## config.mk

```make
export PLATFORM = sky130hd
export DESIGN_NAME = fp_block_xfer_seq
export DESIGN_NICKNAME = d
export VERILOG_FILES = /design/src/rtl/fpbt_pkg.sv /design/src/rtl/fpbt_count_decode.sv /design/src/rtl/fpbt_walker.sv /design/src/rtl/fp_block_xfer_seq.sv
export SDC_FILE = /design/constraint.sdc
export NUM_CORES = 1
export LEC_CHECK = 0
export ABC_AREA = 1
export BUFFER_PORTS_ARGS = -buffer_cell sky130_fd_sc_hd__buf_2
export CAP_MARGIN = 20
export CORE_MARGIN = 2
export CORE_UTILIZATION = 54
export DETAILED_ROUTE_END_ITERATION = 8
export PLACE_DENSITY = 0.81
export SYNTH_ARGS = -nofsm -noshare
export SYNTH_HDL_FRONTEND = slang
export SYNTH_SLANG_ARGS = --single-unit
```

## constraint.sdc

```tcl
create_clock -name clk -period 3.15 [get_ports clk]
set_input_delay 0.1575 -clock clk [delete_from_list [all_inputs] [get_ports clk]]
set_output_delay 0.1575 -clock clk [all_outputs]
set_load 0.01 [all_outputs]
```

## src/rtl/fpbt_pkg.sv

```systemverilog
package fpbt_pkg;

    // micro-op kind encoding
    typedef enum logic [1:0] {
        UOP_LOAD_WORD  = 2'd0,
        UOP_STORE_WORD = 2'd1,
        UOP_BASE_ADD   = 2'd2,
        UOP_BASE_SUB   = 2'd3
    } uop_kind_e;

    typedef enum logic [1:0] {
        ST_IDLE = 2'd0,
        ST_XFER = 2'd1,
        ST_BASE = 2'd2
    } seq_state_e;

    localparam int unsigned WORD_BYTES = 4;

endpackage

```

## src/rtl/fpbt_count_decode.sv

```systemverilog
module fpbt_count_decode #(
    parameter int unsigned FIELD_W     = 8,
    parameter int unsigned NUM_FP_REGS = 32,
    parameter int unsigned MAX_UOPS    = 17,
    parameter int unsigned OFS_W       = 12,
    localparam int unsigned ELEM_W     = $clog2(NUM_FP_REGS + 1),
    localparam int unsigned XFER_W     = $clog2(2 * NUM_FP_REGS + 1),
    localparam int unsigned TOT_W      = XFER_W + 1
) (
    input  logic [FIELD_W-1:0]      field_i,
    input  logic                    single_i,
    input  logic                    dir_i,
    input  logic                    wb_i,
    output logic                    bad_o,
    output logic [XFER_W-1:0]       nxfer_o,
    output logic                    do_wb_o,
    output logic [TOT_W-1:0]        emit_o,
    output logic                    limit_hit_o,
    output logic signed [OFS_W-1:0] start_ofs_o,
    output logic signed [OFS_W-1:0] imm_o
);

    logic [FIELD_W-1:0] elem_raw;
    logic               elem_zero;
    logic               elem_over;
    logic [ELEM_W-1:0]  elem;
    logic [TOT_W-1:0]   total;

    always_comb begin
        // double precision halves the field
        elem_raw  = single_i ? field_i : (field_i >> 1);
        elem_zero = (elem_raw == '0);
        elem_over = (elem_raw > FIELD_W'(NUM_FP_REGS));
        // malformed count
        bad_o     = elem_zero | elem_over;
        // clamp
        elem      = elem_over ? ELEM_W'(NUM_FP_REGS) : ELEM_W'(elem_raw);
        nxfer_o   = single_i ? XFER_W'(elem) : (XFER_W'(elem) << 1);
        // zero count forces base update
        do_wb_o   = wb_i | elem_zero;
        total     = TOT_W'(nxfer_o) + TOT_W'(do_wb_o);
        // length limit
        limit_hit_o = (total > TOT_W'(MAX_UOPS));
        emit_o      = limit_hit_o ? TOT_W'(MAX_UOPS) : total;
        // start offset and update amount
        imm_o       = OFS_W'({field_i, 2'b00});
        start_ofs_o = dir_i ? -imm_o : '0;
    end

endmodule

```

## src/rtl/fpbt_walker.sv

```systemverilog
module fpbt_walker #(
    parameter int unsigned REG_W = 5,
    parameter int unsigned OFS_W = 12
) (
    input  logic                    clk,
    input  logic                    rst_n,
    input  logic                    load_i,
    input  logic                    step_i,
    input  logic [REG_W-1:0]        reg_start_i,
    input  logic signed [OFS_W-1:0] ofs_start_i,
    output logic [REG_W-1:0]        reg_o,
    output logic signed [OFS_W-1:0] ofs_o
);

    localparam logic signed [OFS_W-1:0] OFS_STEP = OFS_W'(fpbt_pkg::WORD_BYTES);

    always_ff @(posedge clk or negedge rst_n) begin
        if (!rst_n) begin
            reg_o <= '0;
            ofs_o <= '0;
        end else if (load_i) begin
            reg_o <= reg_start_i;
            ofs_o <= ofs_start_i;
        end else if (step_i) begin
            // index wraps naturally at 2**REG_W
            reg_o <= reg_o + REG_W'(1);
            // one word further per transfer
            ofs_o <= ofs_o + OFS_STEP;
        end
    end

endmodule

```

## src/rtl/fp_block_xfer_seq.sv

```systemverilog
module fp_block_xfer_seq #(
    parameter int unsigned FIELD_W     = 8,
    parameter int unsigned REG_W       = 5,
    parameter int unsigned NUM_FP_REGS = 32,
    parameter int unsigned MAX_UOPS    = 17,
    parameter int unsigned OFS_W       = 12
) (
    input  logic                    clk,
    input  logic                    rst_n,
    input  logic                    cmd_valid_i,
    output logic                    cmd_ready_o,
    input  logic [FIELD_W-1:0]      cmd_field_i,
    input  logic [REG_W-1:0]        cmd_reg_i,
    input  logic                    cmd_single_i,
    input  logic                    cmd_dir_i,
    input  logic                    cmd_wb_i,
    input  logic                    cmd_load_i,
    output logic                    uop_valid_o,
    input  logic                    uop_ready_i,
    output logic [1:0]              uop_kind_o,
    output logic [REG_W-1:0]        uop_reg_o,
    output logic signed [OFS_W-1:0] uop_ofs_o,
    output logic                    uop_last_o,
    output logic                    bad_count_o,
    output logic                    limit_hit_o
);
    import fpbt_pkg::*;

    localparam int unsigned XFER_W = $clog2(2 * NUM_FP_REGS + 1);
    localparam int unsigned TOT_W  = XFER_W + 1;

    seq_state_e state_q, state_d;

    logic                    cmd_fire;
    logic                    uop_fire;
    logic                    dec_bad;
    logic [XFER_W-1:0]       dec_nxfer;
    logic                    dec_wb;
    logic [TOT_W-1:0]        dec_emit;
    logic                    dec_limit;
    logic signed [OFS_W-1:0] dec_start;
    logic signed [OFS_W-1:0] dec_imm;

    logic [XFER_W-1:0]       xfer_left_q;
    logic [TOT_W-1:0]        remain_q;
    logic                    load_q;
    logic                    dir_q;
    logic signed [OFS_W-1:0] imm_q;
    logic                    bad_q;
    logic                    limit_q;

    logic [REG_W-1:0]        cur_reg;
    logic signed [OFS_W-1:0] cur_ofs;

    fpbt_count_decode #(
        .FIELD_W    (FIELD_W),
        .NUM_FP_REGS(NUM_FP_REGS),
        .MAX_UOPS   (MAX_UOPS),
        .OFS_W      (OFS_W)
    ) decode_i (
        .field_i    (cmd_field_i),
        .single_i   (cmd_single_i),
        .dir_i      (cmd_dir_i),
        .wb_i       (cmd_wb_i),
        .bad_o      (dec_bad),
        .nxfer_o    (dec_nxfer),
        .do_wb_o    (dec_wb),
        .emit_o     (dec_emit),
        .limit_hit_o(dec_limit),
        .start_ofs_o(dec_start),
        .imm_o      (dec_imm)
    );

    fpbt_walker #(
        .REG_W(REG_W),
        .OFS_W(OFS_W)
    ) walker_i (
        .clk        (clk),
        .rst_n      (rst_n),
        .load_i     (cmd_fire),
        .step_i     (uop_fire && (state_q == ST_XFER)),
        .reg_start_i(cmd_reg_i),
        .ofs_start_i(dec_start),
        .reg_o      (cur_reg),
        .ofs_o      (cur_ofs)
    );

    assign cmd_fire = cmd_valid_i && cmd_ready_o;
    assign uop_fire = uop_valid_o && uop_ready_i;

    // next-state logic
    always_comb begin
        state_d = state_q;
        unique case (state_q)
            ST_IDLE: begin
                if (cmd_fire) begin
                    state_d = (dec_nxfer == '0) ? ST_BASE : ST_XFER;
                end
            end
            ST_XFER: begin
                if (uop_fire) begin
                    if (remain_q == TOT_W'(1)) begin
                        state_d = ST_IDLE;
                    end else if (xfer_left_q == XFER_W'(1)) begin
                        state_d = ST_BASE;
                    end
                end
            end
            ST_BASE: begin
                if (uop_fire) begin
                    state_d = ST_IDLE;
                end
            end
            default: state_d = ST_IDLE;
        endcase
    end

    // state register and sequence bookkeeping
    always_ff @(posedge clk or negedge rst_n) begin
        if (!rst_n) begin
            state_q     <= ST_IDLE;
            xfer_left_q <= '0;
            remain_q    <= '0;
            load_q      <= 1'b0;
            dir_q       <= 1'b0;
            imm_q       <= '0;
            bad_q       <= 1'b0;
            limit_q     <= 1'b0;
        end else begin
            state_q <= state_d;
            if (cmd_fire) begin
                xfer_left_q <= dec_nxfer;
                remain_q    <= dec_emit;
                load_q      <= cmd_load_i;
                dir_q       <= cmd_dir_i;
                imm_q       <= dec_imm;
                bad_q       <= dec_bad;
                limit_q     <= dec_limit;
            end else if (uop_fire) begin
                remain_q <= remain_q - TOT_W'(1);
                if (state_q == ST_XFER) begin
                    xfer_left_q <= xfer_left_q - XFER_W'(1);
                end
            end
        end
    end

    // outputs
    always_comb begin
        cmd_ready_o = 1'b0;
        uop_valid_o = 1'b0;
        uop_kind_o  = UOP_LOAD_WORD;
        uop_reg_o   = '0;
        uop_ofs_o   = '0;
        uop_last_o  = 1'b0;
        unique case (state_q)
            ST_IDLE: begin
                cmd_ready_o = 1'b1;
            end
            ST_XFER: begin
                uop_valid_o = 1'b1;
                uop_kind_o  = load_q ? UOP_LOAD_WORD : UOP_STORE_WORD;
                uop_reg_o   = cur_reg;
                uop_ofs_o   = cur_ofs;
                uop_last_o  = (remain_q == TOT_W'(1));
            end
            ST_BASE: begin
                uop_valid_o = 1'b1;
                uop_kind_o  = dir_q ? UOP_BASE_ADD : UOP_BASE_SUB;
                uop_ofs_o   = imm_q;
                uop_last_o  = (remain_q == TOT_W'(1));
            end
            default: begin
                cmd_ready_o = 1'b0;
            end
        endcase
    end

    assign bad_count_o = bad_q;
    assign limit_hit_o = limit_q;

endmodule

```

==> summary.md <==
| Metric | Value |
|---|---|
| Status | finished, final reports clean |
| Pins over their slew limit | 0 |
| Crit Path Class | reg2reg |
| YS warnings | 0 |
| Crit. Startpoint | state_q[1] |
| RSZ-0062 raised after global routing | false |
| Max H-tree Level | 2 |
| Core Footprint | 5510 um^2 |
| Average wire per standard cell | 14.1 um |
| Crit start category | register |
| Synthesized area per cell | about 7.0 um^2 |
| Largest net degree at the start of global routing | 50 |
| Post-synthesis mux area share | 0 |
| Max-cap viol count | 0 |
| Reg2reg start | state_q[1] |
| Cell area after synthesis | 3090 um^2 |
| Synth async-reset ratio | 1.00 |
| Vias in the first global route | 2,938 |
| DP HPWL | 5890 um |
| Vias | 3,085 |
| Fmax | 469 MHz |
| Area growth syn-to-layout | 12.6% |
| CTS tree | done |
| EDFF count, synth | 0 |
| Residual DRC count | 0 |
| Post-CTS resize count | 0 |
| Placer congestion estimate | roughly 0.90 |
| Hold path cells | 3 |
| Xor/xnor share of the synthesized area | 0.0227 |
| Top_reg_cell synth | dfrtp_1 |
| Hold Crit Start | cmd_load_i |
| Ant. Diodes | 0 |
| Setup Buffers After CTS | 0 |
| Num rows | 27 |
| Peak supply drop | between 0.0004 and 0.0005 V |
| Clock Pin Slew Worst Setup and Hold Paths | 0.09 ns |
| P_leak | 1.74 nW |
| Post-synthesis cell count | 444 |
| Clock sink count | 44 |
| Setup violators final | 0 |
| Setup tns final | 0 ns |
| Starting Density | 0.561 |
| Register area share after synthesis | 0.356 |
| Layout cells sized above 1 | 0.157 |
| WP data arrival | 2.31 ns |
| First-pass GRT wire length | approximately 13,000 um |
| Gr usage total | 0.269 |
| Die area | 6340 um^2 |
| Gr ovfl total | 0 |
| Largest family of logic cells by synthesized area | simple AND/OR/NAND/NOR gates |
| Period utilization | 0.677 |
| Via/cell ratio | 5.55 |
| Compound-Gate Fraction of Synth Area | 0.183 |
| Endpoints failing hold | 0 |
| Min cycle time layout | 2.13 ns |
| Final core occ | 0.632 |
| Library cells used by synthesis | 44 |
| Ports | 45 |
| Antenna violations before repair | 0 |
| Max FO, Critical Path | 13 |
| Total wire length | slightly below 8000 um |
| Simple-gate share of the synthesized area | 0.282 |
| Nets@finish | 516 |
| DP Worst Slack | slightly below 0.8 ns |
| Fillers | 519 |
| Worst hold path type | in2reg |
| Root Buffer | clkbuf_8 |
| Clk Latency, worst-skew pair | 0.30 ns |
| CTS Buffer Depth | 2 |
| Final ANT Viol Nets | 0 |
| Adder-Cell Fraction of Synth Area | 0.0486 |
| Reg2Reg Depth | 7 |
| Critical path data required time | 3.33 ns |
| Die W | roughly 80 um |
| Worst setup margin | approximately 1.0 ns |
| Register bit count reported by yosys | 44 |
| Pwr Density | ~840 nW/um^2 |
| Die height | 79.7 um |
| 1st-pass router iterations | 4 |
| Hold Buf Count CTS | 0 |
| Total CTS buffers | 5 |
| First-iteration detailed-routing DRC count | roughly 220 |
| Clock Skews | 0.00550 ns |
| Worst Setup End Kind | register |
| # port buffers | 42 |
## final timing paths
check | slack, ns | to
max in group asynchronous | 2.39 | xfer_left_q[4]
worst min-delay path | 0.04 | load_q
worst max register to register | 1.02 | walker_i.ofs_o[2]
worst max-delay path | 1.02 | walker_i.ofs_o[2]
worst min register to register | 0.49 | limit_hit_o
min in group asynchronous | 0.28 | walker_i.ofs_o[2]
## flip-flops by register name, summed over array words and instances, names as in the netlist, 2 cells and up
name,flops
xfer_left_q,7
walker_i.ofs_o,10
imm_q,8
walker_i.reg_o,5
remain_q,8
state_q,2
## cells by family after synthesis
kind of cell / Yosys count
AND/OR/NAND/NOR: 198
flip-flops: 44
AO/OA/AOI/OAI: 97
buffers and inverters: 84
adder cells (fa/ha/maj): 12
other: 1
XOR/XNOR: 8
## through the flow
step / instance area, um^2 / std cells / hold WS, ns / total power [W]
global placement: 3360 / 546 / 0.354 / 0.00248
global route: 3480 / 556 / 0.0526 / 0.00321
detailed placement: 3360 / 546 / 0.356 / 0.00255
CTS: 3450 / 554 / 0.0429 / 0.00293
finish: 3480 / 556 / 0.0442 / 0.00293
floorplan: 3090 / 445 / -0.138 / 0.00210
## report_power, final
group,internal (W),total [W],leakage [nW],switching [W]
Clock,0.000175,0.000379,0.0510,0.000203
Combinational,0.000550,0.00150,1.15,0.000949
Sequential,0.000827,0.00105,0.542,0.000226
Total,0.00155,0.00293,1.74,0.00138
## critical path, cell delays in order, from the launching register on
cell and delay (ns):
dfrtp_1 0.40, inv_1 0.10, ha_1 0.21, nand2_1 0.26, nand2_1 0.40, inv_1 0.28
a221oi_1 0.28, a21oi_1 0.08
## routing by layer
metal,GRT usage,up-vias,share of wire
met5,0,-,0
met2,0.461,101,0.49
met1,0.357,1446,0.43
met3,0.0396,14,0.065
met4,0.0690,0,0.014
li1,-,1524,-
## cells in the final DEF (no fill, tap or decap), drive strengths merged
| master | instances |
|---|---|
| a32o | 1 |
| inv | 66 |
| nor3 | 11 |
| nor4 | 1 |
| nand2 | 115 |
| a21oi | 28 |
| a22oi | 3 |
| clkbuf | 6 |
| ha | 12 |
| nor2 | 42 |
| o22ai | 4 |
| o311ai | 1 |
| or2 | 1 |
| a32oi | 2 |
| o221ai | 2 |
| clkinv | 4 |
| o22a | 1 |
| nand3b | 1 |
| nand4 | 7 |
| buf | 46 |
| nand3 | 18 |
| a21boi | 1 |
| nor3b | 1 |
| o31ai | 2 |
| xor2 | 6 |
| nor4b | 1 |
| o21ai | 39 |
| conb | 2 |
| a31oi | 5 |
| o211ai | 5 |
| xnor2 | 2 |
| a211oi | 1 |
| dlygate4sd3 | 1 |
| a221oi | 2 |
| dfrtp | 44 |
## Yosys cell counts (2+ instances only)
| master | n | area (um^2) |
|---|---|---|
| ha_1 | 12 | 150 |
| o31ai_1 | 2 | 15.0 |
| nor3_1 | 11 | 55.1 |
| dfrtp_1 | 44 | 1100 |
| nor2_2 | 4 | 25.0 |
| nand3_2 | 2 | 20.0 |
| buf_4 | 3 | 22.5 |
| nand4_1 | 7 | 43.8 |
| inv_1 | 63 | 236 |
| a31oi_1 | 5 | 31.3 |
| xor2_1 | 6 | 52.6 |
| clkinv_1 | 2 | 7.51 |
| nand3_1 | 16 | 80.1 |
| a21oi_1 | 27 | 135 |
| a221oi_1 | 2 | 17.5 |
| clkbuf_1 | 11 | 41.3 |
| nor2_1 | 37 | 139 |
| nand2_2 | 9 | 56.3 |
| a32oi_1 | 2 | 17.5 |
| xnor2_1 | 2 | 17.5 |
| o221ai_1 | 2 | 17.5 |
| nand2_1 | 105 | 394 |
| o22ai_1 | 4 | 25.0 |
| o211ai_1 | 5 | 37.5 |
| a22oi_1 | 3 | 22.5 |
| inv_2 | 3 | 11.3 |
| o21ai_0 | 38 | 190 |
## area by class of cell
| type | instances | area, um^2 | area share |
|---|---|---|---|
| clock buffer | 6 | 82.6 | 0.0237 |
| sequential | 44 | 1100 | 0.316 |
| tap | 72 | 90.1 | 0.0259 |
| multi-input combinational | 317 | 1670 | 0.479 |
| timing repair buffer | 47 | 275 | 0.0791 |
| clock inverter | 2 | 10.0 | 0.00288 |
| inverter | 68 | 255 | 0.0734 |
No activity file was read; power rests on OpenSTA's default activity.
